`src/rtl/pp_buf_pkg.sv`:
```
package pp_buf_pkg;

   localparam int NBANK = 2;

   typedef enum logic [1:0] {
      CMD_HOLD = 2'd0,
      CMD_CLR  = 2'd1,
      CMD_INC  = 2'd2,
      CMD_DEC  = 2'd3
   } ctr_cmd_e;

   // Resolve simultaneous strobes: clear, then step up, then step down.
   function automatic ctr_cmd_e pick_cmd(input logic c, input logic i, input logic d);
      if (c)      return CMD_CLR;
      else if (i) return CMD_INC;
      else if (d) return CMD_DEC;
      else        return CMD_HOLD;
   endfunction

endpackage

```
`src/rtl/pp_addr_ctr.sv`:
```
module pp_addr_ctr
   import pp_buf_pkg::*;
#(
   parameter int ADDR_W = 19
) (
   input  logic              clk,
   input  logic              rst_n,
   input  ctr_cmd_e          cmd,
   output logic [ADDR_W-1:0] addr
);

   localparam logic [ADDR_W-1:0] ONE = {{(ADDR_W-1){1'b0}}, 1'b1};

   generate
      if (ADDR_W < 1) begin : g_bad_w
         $error("pp_addr_ctr: ADDR_W must be at least 1");
      end
   endgenerate

   // Modular arithmetic wraps at both ends without extra logic.
   always_ff @(posedge clk or negedge rst_n) begin
      if (!rst_n) begin
         addr <= '0;
      end else begin
         case (cmd)
            CMD_CLR: addr <= '0;
            CMD_INC: addr <= addr + ONE;
            CMD_DEC: addr <= addr - ONE;
            default: addr <= addr;
         endcase
      end
   end

endmodule

```
`src/rtl/pp_swap_ctrl.sv`:
```
module pp_swap_ctrl #(
   parameter int GAP_CYCLES = 1
) (
   input  logic clk,
   input  logic rst_n,
   input  logic swap_req,
   input  logic busy,
   output logic wsel,
   output logic linked
);

   logic accept;

   generate
      if (GAP_CYCLES < 1) begin : g_bad_gap
         $error("pp_swap_ctrl: GAP_CYCLES must be at least 1");
      end
   endgenerate

   assign accept = linked && swap_req && !busy;

   always_ff @(posedge clk or negedge rst_n) begin
      if (!rst_n)      wsel <= 1'b0;
      else if (accept) wsel <= ~wsel;
   end

   generate
      if (GAP_CYCLES == 1) begin : g_gap_one
         logic in_gap;
         always_ff @(posedge clk or negedge rst_n) begin
            if (!rst_n) in_gap <= 1'b0;
            else        in_gap <= accept;
         end
         assign linked = !in_gap;
      end else begin : g_gap_cnt
         localparam int GW = $clog2(GAP_CYCLES + 1);
         localparam logic [GW-1:0] GAP_LOAD = GW'(GAP_CYCLES);
         logic [GW-1:0] gap_cnt;
         always_ff @(posedge clk or negedge rst_n) begin
            if (!rst_n)              gap_cnt <= '0;
            else if (accept)         gap_cnt <= GAP_LOAD;
            else if (gap_cnt != '0)  gap_cnt <= gap_cnt - 1'b1;
         end
         assign linked = (gap_cnt == '0);
      end
   endgenerate

endmodule

```
`src/rtl/pp_bank_port.sv`:
```
module pp_bank_port
   import pp_buf_pkg::*;
#(
   parameter int BANK = 0
) (
   input  logic     wsel,
   input  logic     linked,
   input  ctr_cmd_e wr_cmd,
   input  ctr_cmd_e rd_cmd,
   input  logic     wr_req,
   input  logic     rd_req,
   output ctr_cmd_e ctr_cmd,
   output logic     wr_en,
   output logic     rd_en,
   output logic     we_n,
   output logic     oe_n,
   output logic     cs_n
);

   localparam logic MY_SEL = BANK[0];

   logic writer_owns;
   logic reader_owns;

   generate
      if (BANK < 0 || BANK >= NBANK) begin : g_bad_bank
         $error("pp_bank_port: BANK out of range");
      end
   endgenerate

   assign writer_owns = linked && (wsel == MY_SEL);
   assign reader_owns = linked && (wsel != MY_SEL);

   always_comb begin
      if (writer_owns)      ctr_cmd = wr_cmd;
      else if (reader_owns) ctr_cmd = rd_cmd;
      else                  ctr_cmd = CMD_HOLD;
   end

   assign wr_en = writer_owns;
   assign rd_en = reader_owns;
   assign we_n  = !(writer_owns && wr_req);
   assign oe_n  = !(reader_owns && rd_req);
   assign cs_n  = we_n && oe_n;

endmodule

```
`src/rtl/pp_buffer_ctrl.sv`:
```
module pp_buffer_ctrl
   import pp_buf_pkg::*;
#(
   parameter int ADDR_W     = 19,
   parameter int GAP_CYCLES = 1
) (
   input  logic                    clk,
   input  logic                    rst_n,
   input  logic                    wr_clr,
   input  logic                    wr_inc,
   input  logic                    wr_dec,
   input  logic                    wr_req,
   input  logic                    rd_clr,
   input  logic                    rd_inc,
   input  logic                    rd_dec,
   input  logic                    rd_req,
   input  logic                    swap_req,
   output logic [2*ADDR_W-1:0]     bank_addr,
   output logic [1:0]              bank_cs_n,
   output logic [1:0]              bank_we_n,
   output logic [1:0]              bank_oe_n,
   output logic [1:0]              wr_xcvr_en,
   output logic [1:0]              rd_xcvr_en,
   output logic                    wr_bank
);

   ctr_cmd_e wr_cmd;
   ctr_cmd_e rd_cmd;
   logic     wsel;
   logic     linked;

   generate
      if (NBANK != 2) begin : g_bad_nbank
         $error("pp_buffer_ctrl: exactly two banks are supported");
      end
   endgenerate

   assign wr_cmd  = pick_cmd(wr_clr, wr_inc, wr_dec);
   assign rd_cmd  = pick_cmd(rd_clr, rd_inc, rd_dec);
   assign wr_bank = wsel;

   pp_swap_ctrl #(
      .GAP_CYCLES(GAP_CYCLES)
   ) swap_i (
      .clk      (clk),
      .rst_n    (rst_n),
      .swap_req (swap_req),
      .busy     (wr_req | rd_req),
      .wsel     (wsel),
      .linked   (linked)
   );

   generate
      for (genvar b = 0; b < NBANK; b++) begin : g_bank
         ctr_cmd_e bcmd;

         pp_bank_port #(
            .BANK(b)
         ) port_i (
            .wsel    (wsel),
            .linked  (linked),
            .wr_cmd  (wr_cmd),
            .rd_cmd  (rd_cmd),
            .wr_req  (wr_req),
            .rd_req  (rd_req),
            .ctr_cmd (bcmd),
            .wr_en   (wr_xcvr_en[b]),
            .rd_en   (rd_xcvr_en[b]),
            .we_n    (bank_we_n[b]),
            .oe_n    (bank_oe_n[b]),
            .cs_n    (bank_cs_n[b])
         );

         pp_addr_ctr #(
            .ADDR_W(ADDR_W)
         ) ctr_i (
            .clk   (clk),
            .rst_n (rst_n),
            .cmd   (bcmd),
            .addr  (bank_addr[b*ADDR_W +: ADDR_W])
         );
      end
   endgenerate

endmodule

```
`config.mk`:
```
export PLATFORM = sky130hd
export DESIGN_NAME = pp_buffer_ctrl
export DESIGN_NICKNAME = d
export VERILOG_FILES = /design/src/rtl/pp_buf_pkg.sv /design/src/rtl/pp_addr_ctr.sv /design/src/rtl/pp_swap_ctrl.sv /design/src/rtl/pp_bank_port.sv /design/src/rtl/pp_buffer_ctrl.sv
export SDC_FILE = /design/constraint.sdc
export NUM_CORES = 1
export LEC_CHECK = 0
export ABC_AREA = 1
export CAP_MARGIN = 20
export CORE_ASPECT_RATIO = 0.6
export CORE_MARGIN = 4
export CORE_UTILIZATION = 60
export DETAILED_ROUTE_END_ITERATION = 10
export DONT_BUFFER_PORTS = 1
export PLACE_DENSITY = 0.84
export SLEW_MARGIN = 20
export SYNTH_ARGS = -nofsm -noshare
export SYNTH_HDL_FRONTEND = slang
export SYNTH_SLANG_ARGS = --single-unit
```
`constraint.sdc`:
```
create_clock -name clk -period 5.1 [get_ports clk]
set_clock_uncertainty 0.1 [all_clocks]
set_input_delay 0.765 -clock clk [delete_from_list [all_inputs] [get_ports clk]]
set_output_delay 0.765 -clock clk [all_outputs]
set_load 0.02 [all_outputs]
```
After elaboration in Yosys (flattened, before gate mapping)

Index checks and enable logic that the tools add are counted.

Bits of input ports: 11
Register bits: 40

Eq/ne operators: 6
Add/subtract/negate cells: 4
Bitwise logic cells: 2
Mux-type cells: 12
Reductions and logical operators: 18

Operators by type and width:

| operator                | number |
|---|---|
| $pmux W19 S3            | 2 |
| $add A19 B1 Y19 const B | 2 |
| $sub A19 B1 Y19 const B | 2 |
| $mux W2                 | 10 |
| $logic_and A1 B1 Y1     | 10 |
| $eq A2 B2 Y1 const B    | 4 |
| $logic_not A1 Y1        | 6 |
| $reduce_bool A3 Y1      | 2 |
| $eq A2 B1 Y1 const B    | 2 |
| $not A1 Y1              | 1 |
| $or A1 B1 Y1            | 1 |

Longest topological paths before layout

Gate-level depths: netlist of the first run.

Word-level depth: 7
Gate-level depth with buffers: 22
Gate-level depth less buffers: 21

By module

From an unflattened synthesis of the first run, not the netlist that was laid out.

Cells, all modules: 755
Area total of the unflattened synthesis: 4134.0 µm²

Modules (own cells, without submodules):

| module                         | cells each | seq. area each (µm²) | times used | area an instance (µm²) |
|---|---|---|---|---|
| pp_addr_ctr at g_bank[0].ctr_i | 351        | 475.5                | 1          | 1951.9 |
| pp_addr_ctr at g_bank[1].ctr_i | 351        | 475.5                | 1          | 1924.3 |
| pp_bank_port                   | 15         | 0.0                  | 2          | 61.3 |
| pp_swap_ctrl                   | 10         | 50.0                 | 1          | 83.8 |
| pp_buffer_ctrl                 | 13         | 0.0                  | 1          | 51.3 |

Worst setup path before layout of the first run

No wires, ideal clock.

Kind: input to register
From: input port wr_clr
To: register g_bank[0].ctr_i.addr[18]
Arrival time: 2.523 ns
Path buffers: 2
Slack: 2.359 ns
Cell stages on the path: 18
Path through: inv_1 > nand2_1 > nand2_1 > nand2_4 > nand2_4 > buf_6 > inv_1 > buf_4 > ha_1 > inv_1 > nor2_1 > nand2_1 > nor2_2 > nand3_1 > nand3_1 > nand2_1 > nand3_1 > nand2_1

Longest elaborated chain between the ends: 4

Ends and longest elaborated chain:

| item                                               | line                | text |
|---|---|---|
| start: declaration                                 | pp_buffer_ctrl.sv:9 | `input logic wr_clr,` |
| $mux W2 *                                          | pp_buf_pkg.sv:14    | `if (c) return CMD_CLR;` |
| $mux W2 *                                          | pp_bank_port.sv:35  | `if (writer_owns) ctr_cmd = wr_cmd;` |
| $eq A2 B2 Y1 or $eq A2 B1 Y1 (tied branches)       | pp_addr_ctr.sv:25   | `case (cmd)` |
| $pmux W19 S3 or $reduce_bool A3 Y1 (tied branches) | n/a                 |  |
| end signal: assignment                             | pp_addr_ctr.sv:27   | `CMD_INC: addr <= addr + ONE;` |
| end signal: assignment                             | pp_addr_ctr.sv:28   | `CMD_DEC: addr <= addr - ONE;` |
| end signal: assignment                             | pp_addr_ctr.sv:29   | `default: addr <= addr;` |
| end: declaration                                   | pp_addr_ctr.sv:9    | `output logic [ADDR_W-1:0] addr` |

Every way passes the cells marked *; elsewhere a longest branch is shown, timed or not.
A chain may end at the register's enable or synchronous reset.

Worst setup path in the final report of the first run

From: register swap_i.wsel
To: register g_bank[1].ctr_i.addr[16]

Longest elaborated chain between the ends: 6

Ends and longest elaborated chain:

| item                                               | line                 | text |
|---|---|---|
| start: declaration                                 | pp_swap_ctrl.sv:8    | `output logic wsel,` |
| start signal: assignment                           | pp_swap_ctrl.sv:24   | `else if (accept) wsel <= ~wsel;` |
| $not A1 Y1 *                                       | pp_bank_port.sv:32   | `assign reader_owns = linked && (wsel != MY_SEL);` |
| $logic_and A1 B1 Y1 *                              | pp_bank_port.sv:32   |  |
| via rd_xcvr_en[1]                                  | pp_buffer_ctrl.sv:23 | `output logic [1:0] rd_xcvr_en,` |
| $mux W2 *                                          | pp_bank_port.sv:36   | `else if (reader_owns) ctr_cmd = rd_cmd;` |
| $mux W2 *                                          | pp_bank_port.sv:35   |  |
| $eq A2 B2 Y1 or $eq A2 B1 Y1 (tied branches)       | pp_addr_ctr.sv:25    |  |
| $pmux W19 S3 or $reduce_bool A3 Y1 (tied branches) | n/a                  |  |
| end signal: assignment                             | pp_addr_ctr.sv:27    |  |
| end signal: assignment                             | pp_addr_ctr.sv:28    |  |
| end signal: assignment                             | pp_addr_ctr.sv:29    |  |
| end: declaration                                   | pp_addr_ctr.sv:9     |  |

The timed path passes the listed nets; every way through them passes the cells marked *.

==> impl_metrics.yaml, run 1 <==
timing:
  hold_slack_ns: 0.0516
  slew_headroom_pct: 45.9
  setup_viol: 0
  worst_pin_slew_ns: 0.802
  tns_ns: 0
  final.min_clock_period_ns: 3.55
  max_freq_mhz: 281
  rsz0062_at_grt: "no"
  hold_violations: 0
  maxSlewViolCount: 0
  finalCritPeriodShare_pct: 69.7
yosys:
  ys_warn_count: 0
  syn_area_sq_um: 3920
  syn-num-nets: 666
  ys_seq_area_share_pct: 25.5
  synth_area_per_cell_sq_um: 6.02
  syn_inst: 651
  synth_cell_types: 30
  ys_seq_elements: 40
route:
  firstDrtPassIters: 5
  avgViaCountPerCell: 5.92
  wl_per_cell_microns: 15.7
  drt-total-wl_microns: 11300
  first_iter_violations: 391
  drc: 0
  vias: 4271
  antenna_left: 0
finish:
  syn_to_final_growth_pct: 0.0637
  layout-drive-gt1-share_pct: 6.44
  final_common_cell: "nand2_1"
  final_cell_mix: "nand2_1, inv_1, nand3_1, nor2_1, dfrtp_1"
  final.fill_count: 593
  antenna_cells: 0
  fin_cells: 721
  final_nets: 652
  fin_area_sq_um: 3920
power_and_ir_drop:
  leakagePower_nw: 2.13
  power_density_nw_per_um2: 560
  vdd_drop_max_mv: 0.318
clock_tree:
  cts_tree: "done"
  cts-root-buf: "clkbuf_8"
  cts_hold_buf: 0
  clock_latency_ns: 0.30
  post_cts.repair.setup_buffers: 0
  clk_pin_slew_worst_paths_ns: 0.09
  clock_path_buffers: 2
  numCtsBuffers: 5
  cts_resized: 0
  clkSinkCount: 40
  htreeDepth: 2
floorplanning:
  core_area_sq_um: 6220
  die_height_microns: 70.6
  die_x_microns: 112
  start_util_pct: 63.0
  placementRows: 22
  dieArea_sq_um: 7940
  ios: 60
critical_path:
  cp-start-kind: "flip-flop"
  cp_max_fo: 34
  path_class: "reg -> reg"
  crit_arrival_ns: 3.63
  endpoint_kind: "flip-flop"
  critPathRequiredTime_ns: 5.18
global_routing:
  grt-ovfl-total: 0
  grt_first_pass_wirelength_microns: 18500
  grt_use_total_pct: 28.2
  use_met2_pct: 37.2
  use_met3_pct: 9.15
  grt.met1_usage_pct: 44.4
  grt_max_degree: 41
  grt_pass1_vias: 3746
  grt_busiest_layer: "met1"
  antenna_found_initial: 0
placement:
  io_buffers: 0
  place_hpwl_microns: 8570
  placed_cell_area_sq_um: 3850
  place_congestion: 1.03
  post-place-cells: 714
outcome:
  outcome: "completed"
job:
  drv_cap: 0
min_path:
  hp-class: "in -> async"
[flip-flops by register name, summed over array words and instances (netlist names)]
signal / count
swap_i.wsel: 1
swap_i.g_gap_one.in_gap: 1
g_bank.ctr_i.addr: 38
[Yosys cell counts]
library cell	instances	share of area (%)
xor2_1	10	2.2
o41ai_1	19	4.2
buf_1	1	0.096
ha_1	4	1.3
a21boi_0	2	0.38
a31oi_1	2	0.32
nand4_1	4	0.64
nand2_1	228	22
nand3_2	2	0.51
and2_1	1	0.16
dfrtp_1	40	26
a21oi_1	12	1.5
o21bai_1	1	0.19
nand2_2	11	1.8
o21ai_0	19	2.4
inv_1	93	8.9
clkbuf_1	1	0.096
buf_4	12	2.3
o21ai_1	12	1.5
nor4_1	1	0.16
o21ai_2	1	0.22
nand2_4	5	1.4
nand3_1	85	11
buf_6	6	1.7
clkbuf_8	2	0.70
nor2_4	1	0.29
nor2_2	12	1.9
o22ai_1	9	1.4
buf_2	2	0.26
nor2_1	53	5.1
[through the flow]
step / setup slack (ns) / util [%] / total power, W
2_1_floorplan: 2.36 / - / 0.00173
3_3_place_gp: 1.73 / 61.8 / 0.00191
3_5_place_dp: 1.63 / 61.8 / 0.00195
4_1_cts: 1.61 / 63.1 / 0.00217
5_1_grt: 1.28 / 63.1 / 0.00238
6_report: 1.55 / 63.1 / 0.00220
[worst paths after layout]
kind	from	cells past startpoint	end	slack, ns
worst min-delay path	rst_n	0	g_bank[1].ctr_i.addr[5]	0.05
worst max-delay path	swap_i.wsel	19	g_bank[1].ctr_i.addr[16]	1.55
worst max register to register	swap_i.wsel	19	g_bank[1].ctr_i.addr[16]	1.55
min in group clk	swap_i.g_gap_one.in_gap	1	swap_i.g_gap_one.in_gap	0.46
max in group asynchronous	rst_n	0	g_bank[1].ctr_i.addr[14]	4.75
worst min register to register	swap_i.g_gap_one.in_gap	1	swap_i.g_gap_one.in_gap	0.46
[critical path, stage by stage, from the launching register on]
cell and delay, ns:
dfrtp_1 0.50, nor2_2 0.59, nand3_2 0.19, nand2_4 0.36
nand2_4 0.23, nand2_1 0.13, nand2_1 0.07, inv_1 0.06
ha_1 0.13, inv_1 0.05, nand2_1 0.14, nand2_1 0.12
nand2_1 0.11, nand2_1 0.08, nand2_1 0.18, nand2_1 0.12
nand2_1 0.08, nand2_1 0.04, nand3_1 0.10, nand2_1 0.07
[report_power, final]
part           internal, W  switching [W]
clock network    0.0000935       0.000122
logic             0.000356       0.000886
registers         0.000419       0.000322
[cell families after synthesis]
group,share of synthesized area [%]
and+or+nand+nor,44.6
buffers and inverters,14.1
AOI/OAI and AO/OA,12.3
DFF,25.5
xor gates and xnor gates,2.23
adders and majority gates,1.28
[metal layers]
layer	vias to the layer above	wire, microns	share of wire, %
met5	-	0	0
li1	2070	-	-
met2	292	4240	37
met3	11	1730	15
met1	1898	5280	47
met4	0	90	0.79
[cell type report]
cell class | instances | area (sq um) | share of cell area (%)
clock buffer | 6 | 72.6 | 1.85
clock inverter | 1 | 5.00 | 0.128
inverter | 93 | 349 | 8.90
multi-input combinational | 494 | 2370 | 60.4
sequential | 40 | 1000 | 25.5
tap | 84 | 105 | 2.68
timing repair buffer | 3 | 22.5 | 0.574
Note: power is estimated with default switching activity, not from simulation.
==> inputs of run 2 (changes only) <==
==> constraint.sdc (replaced) <==
create_clock -name clk -period 3.5 [get_ports clk]
set_clock_uncertainty 0.1 [all_clocks]
set_input_delay 0.525 -clock clk [delete_from_list [all_inputs] [get_ports clk]]
set_output_delay 0.525 -clock clk [all_outputs]
set_load 0.02 [all_outputs]
==> impl_metrics.yaml, run 2 (synthesis gave the netlist of run 1 again) <==
placement:
  place_congestion: 1.03
  place_hpwl_microns: 8590
  placed_cell_area_sq_um: 3870
  io_buffers: 0
floorplanning:
  die_x_microns: 112
  placementRows: 22
  start_util_pct: 63.0
  dieArea_sq_um: 7940
  die_height_microns: 70.6
  ios: 60
  core_area_sq_um: 6220
critical_path:
  crit_slowest_cell: "dfrtp_1"
  cp-start-kind: "flip-flop"
  worst_r2r_endpoint: "g_bank[1].ctr_i.addr[18]"
  crit_start: "swap_i.wsel"
  slowest_delay_ns: 0.55
  cp.buffers_inverters: 3
  r2r_start: "swap_i.wsel"
  path_class: "reg -> reg"
  crit_arrival_ns: 3.16
  endpoint_kind: "flip-flop"
  crit_path_end: "g_bank[1].ctr_i.addr[18]"
  r2r_setup_slack_ns: 0.43
  path_delay_family: "simple AND/OR/NAND/NOR gates"
  reg2regPathDepth: 15
  critPathRequiredTime_ns: 3.59
  cp_max_fo: 18
  crit_chain: "inv_1, nor2_4, nand2_1, nand2_4, nand2_4, inv_1, ha_1, inv_1, nor2_1, nand2_1, nor2_1, nor2_1, nand4_1, nand3_1, nand2_1"
  cp_num_cells: 15
finish:
  syn_to_final_growth_pct: 2.27
  final_cell_mix: "nand2_1, inv_1, nand3_1, nor2_1, dfrtp_1"
  layout-drive-gt1-share_pct: 7.31
  reg_top3: "g_bank.ctr_i.addr x38, swap_i.g_gap_one.in_gap x1, swap_i.wsel x1"
  multi_input_area_sq_um: 2370
  final_common_cell: "nand2_1"
  registers.top_by_ff_count: "g_bank.ctr_i.addr"
  final_nets: 657
  final.fill_count: 601
  finish.utilization_pct: 64.5
  antenna_cells: 0
  largest_reg_flops: 38
  fin_area_sq_um: 4010
  regArea_sq_um: 1000
route:
  wl_per_cell_microns: 15.5
  firstDrtPassIters: 6
  vias: 4235
  drt-total-wl_microns: 11300
  antenna_left: 0
  drc: 0
  avgViaCountPerCell: 5.83
  first_iter_violations: 527
clock_tree:
  htreeDepth: 2
  clock_latency_ns: 0.30
  cts_hold_buf: 2
  clock_path_buffers: 2
  cts_resized: 0
  cts-root-buf: "clkbuf_8"
  clk_pin_slew_worst_paths_ns: 0.09
  cts_tree: "done"
  clkSinkCount: 40
  post_cts.repair.setup_buffers: 0
  numCtsBuffers: 5
global_routing:
  grt_pass1_vias: 3741
  grt-ovfl-total: 0
  grt_use_total_pct: 28.6
  antenna_found_initial: 0
  grt_max_degree: 41
  grt_first_pass_wirelength_microns: 18600
timing:
  final.min_clock_period_ns: 3.07
  setup_viol: 0
  slew_headroom_pct: 47.3
  rsz0062_at_grt: "no"
  finalCritPeriodShare_pct: 87.7
  maxSlewViolCount: 0
  hold_violations: 0
  max_freq_mhz: 326
  worst_pin_slew_ns: 0.780
  tns_ns: 0
power_and_ir_drop:
  leakagePower_nw: 2.17
  power_density_nw_per_um2: 827
  vdd_drop_max_mv: 0.552
job:
  drv_cap: 0
min_path:
  hp-class: "in -> reg"
outcome:
  outcome: "completed"
-- run 2: cell count changes in the layout (fill, tap and decap cells not counted) --
cell           delta
buf_4             +3
buf_12            +1
bufinv_16         +1
clkbuf_1          -1
clkinvlp_4        +1
dlygate4sd3_1     +1
-- run 2: worst min-delay path by stage --
stage | end | from | depth (start not counted) | slack (ns)
floorplan | g_bank[0].ctr_i.addr[0] | rst_n | 0 | 0.13
global placement | g_bank[1].ctr_i.addr[3] | rst_n | 0 | 0.13
detailed placement | g_bank[1].ctr_i.addr[4] | rst_n | 0 | 0.13
CTS | swap_i.g_gap_one.in_gap | wr_req | 1 | 0.21
global route | swap_i.g_gap_one.in_gap | wr_req | 1 | 0.21
finish | swap_i.g_gap_one.in_gap | wr_req | 1 | 0.21
-- run 2: per-layer routing --
layer  track usage (%)  vias to the layer above  wire (microns)
li1                  -                     2069               -
met1              44.6                     1862            5190
met2              37.0                      287            4060
met3              10.5                       17            1900
met4              6.00                        0             102
met5                 0                        -               0
-- run 2: final cells by class --
cell class,count,area share (%)
inverter,93,8.71
clock inverter,3,1.06
multi-input combinational,494,59.1
tap,84,2.62
clock buffer,5,1.72
timing repair buffer,8,1.87
sequential,40,25.0
-- run 2: metrics by stage --
stage          hold WS [ns]  total power [W]  setup WS (ns)  std cells
6_report              0.211          0.00332          0.429        727
5_1_grt               0.205          0.00360          0.198        727
4_1_cts               0.208          0.00327          0.505        727
3_5_place_dp          0.130          0.00285          0.537        717
3_3_place_gp          0.131          0.00281          0.603        717
2_1_floorplan         0.129          0.00253          0.984        651
-- run 2: power breakdown --
group / switching [W] / internal (W)
registers: 0.000473 / 0.000610
clock network: 0.000187 / 0.000211
logic: 0.00129 / 0.000541
==> inputs of run 3 (changes only) <==
--- a/config.mk
+++ b/config.mk
@@ -7,12 +7,14 @@
 export LEC_CHECK = 0
 export ABC_AREA = 1
 export CAP_MARGIN = 20
+export CELL_PAD_IN_SITES_DETAIL_PLACEMENT = 0
+export CELL_PAD_IN_SITES_GLOBAL_PLACEMENT = 2
 export CORE_ASPECT_RATIO = 0.6
 export CORE_MARGIN = 4
-export CORE_UTILIZATION = 60
+export CORE_UTILIZATION = 34
 export DETAILED_ROUTE_END_ITERATION = 10
 export DONT_BUFFER_PORTS = 1
-export PLACE_DENSITY = 0.84
+export PLACE_DENSITY = 0.89
 export SLEW_MARGIN = 20
 export SYNTH_ARGS = -nofsm -noshare
 export SYNTH_HDL_FRONTEND = slang
==> impl_metrics.yaml, run 3 (synthesis gave the netlist of run 1 again) <==
critical_path:
  crit_slowest_cell: "dfrtp_1"
  cp_common_cell: "nand2_1"
  r2r_setup_slack_ns: 0.48
  crit_arrival_ns: 3.10
  cp.buffers_inverters: 3
  reg2regPathDepth: 20
  path_delay_family: "simple AND/OR/NAND/NOR gates"
  cp_num_cells: 20
  endpoint_kind: "flip-flop"
  path_class: "reg -> reg"
  slowest_delay_ns: 0.52
  crit_path_end: "g_bank[1].ctr_i.addr[16]"
  cp_max_fo: 18
  critPathRequiredTime_ns: 3.58
  worst_r2r_endpoint: "g_bank[1].ctr_i.addr[16]"
  cp-start-kind: "flip-flop"
  crit_start: "swap_i.wsel"
  r2r_start: "swap_i.wsel"
  crit_chain: "inv_1, nor2_4, nand2_1, nand2_4, nand2_4, nand2_1, nand2_1, inv_1, ha_1, inv_1, nand2_1, nand2_1, nand2_1, nand2_1, nand2_1, nand2_1, nand2_1, nand2_1, nand3_1, nand2_1"
clock_tree:
  clkSinkCount: 40
  clock_path_buffers: 2
  cts-root-buf: "clkbuf_16"
  post_cts.repair.setup_buffers: 0
  numCtsBuffers: 5
  cts_hold_buf: 2
  htreeDepth: 2
  cts_resized: 0
  cts_tree: "done"
  clock_latency_ns: 0.29
  clk_pin_slew_worst_paths_ns: 0.07
floorplanning:
  start_util_pct: 34.7
  die_height_microns: 91.2
  placementRows: 30
  core_area_sq_um: 11300
  ios: 60
  dieArea_sq_um: 13400
  die_x_microns: 147
route:
  antenna_left: 0
  wl_per_cell_microns: 15.8
  vias: 4243
  avgViaCountPerCell: 5.26
  drc: 0
  first_iter_violations: 394
  firstDrtPassIters: 5
  drt-total-wl_microns: 12700
power_and_ir_drop:
  p_total_w: 0.00353
  leakagePower_nw: 2.22
  vdd_drop_max_mv: 0.284
  power_density_nw_per_um2: 840
global_routing:
  grt_first_pass_wirelength_microns: 20300
  grt_pass1_vias: 3608
  antenna_found_initial: 0
  grt_max_degree: 41
  grt-ovfl-total: 0
  grt_use_total_pct: 18.9
finish:
  antenna_cells: 0
  final_common_cell: "nand2_1"
  final.fill_count: 1225
  final_cell_mix: "nand2_1, inv_1, nand3_1, nor2_1, dfrtp_1"
  final_nets: 661
  layout-drive-gt1-share_pct: 7.73
  reg_top3: "g_bank.ctr_i.addr x38, swap_i.g_gap_one.in_gap x1, swap_i.wsel x1"
  largest_reg_flops: 38
  registers.top_by_ff_count: "g_bank.ctr_i.addr"
  syn_to_final_growth_pct: 6.99
placement:
  place_congestion: 0.944
  pre_cts_ws_ns: 0.564
  io_buffers: 0
  place_hpwl_microns: 9600
timing:
  finalCritPeriodShare_pct: 86.3
  worst_pin_slew_ns: 0.810
  max_freq_mhz: 331
  final.min_clock_period_ns: 3.02
  tns_ns: 0
  setup_viol: 0
  slew_headroom_pct: 45.3
  hold_violations: 0
  hold_slack_ns: 0.223
  rsz0062_at_grt: "no"
  setup_slack_ns: 0.480
  maxSlewViolCount: 0
job:
  drv_cap: 0
min_path:
  hp-start: "wr_req"
  hp-class: "in -> reg"
outcome:
  outcome: "completed"
==> run 3: final cells by class <==
type | instances | area (sq um) | area share [%]
multi-input cells | 494 | 2370 | 56.5
inverters | 93 | 349 | 8.32
clock inverters | 2 | 35.0 | 0.835
well taps | 160 | 200 | 4.77
flip-flops and latches | 40 | 1000 | 23.9
clock buffers | 6 | 129 | 3.07
repair buffers | 12 | 113 | 2.68
==> run 3: routing by layer <==
layer	track usage [%]	part of all wire (%)
met5	0	0
met1	32.3	54
met2	23.3	36
met4	2.66	0.49
met3	4.19	9.9
==> run 3: per-stage QoR <==
stage,instance area [sq um],cells,util [%]
final,4200,807,37.1
after CTS,4200,807,37.1
after detailed placement,3990,797,35.3
after global placement,3990,797,35.3
after floorplan,3920,651,-
after global routing,4200,807,37.1
==> run 3: worst min path at each step <==
stage,endpoint,slack [ns],cells past startpoint
floorplan,g_bank[0].ctr_i.addr[0],0.13,0
global placement,g_bank[0].ctr_i.addr[11],0.13,0
detailed placement,g_bank[0].ctr_i.addr[11],0.13,0
CTS,swap_i.g_gap_one.in_gap,0.22,1
global route,swap_i.g_gap_one.in_gap,0.23,1
finish,swap_i.g_gap_one.in_gap,0.22,1
==> run 3: report_power, final <==
part           leakage [nW]  switching [W]  internal [W]
Clock                0.0808       0.000210      0.000336
Combinational          1.60        0.00132      0.000562
Sequential            0.533       0.000482      0.000610
Total                  2.22        0.00202       0.00151
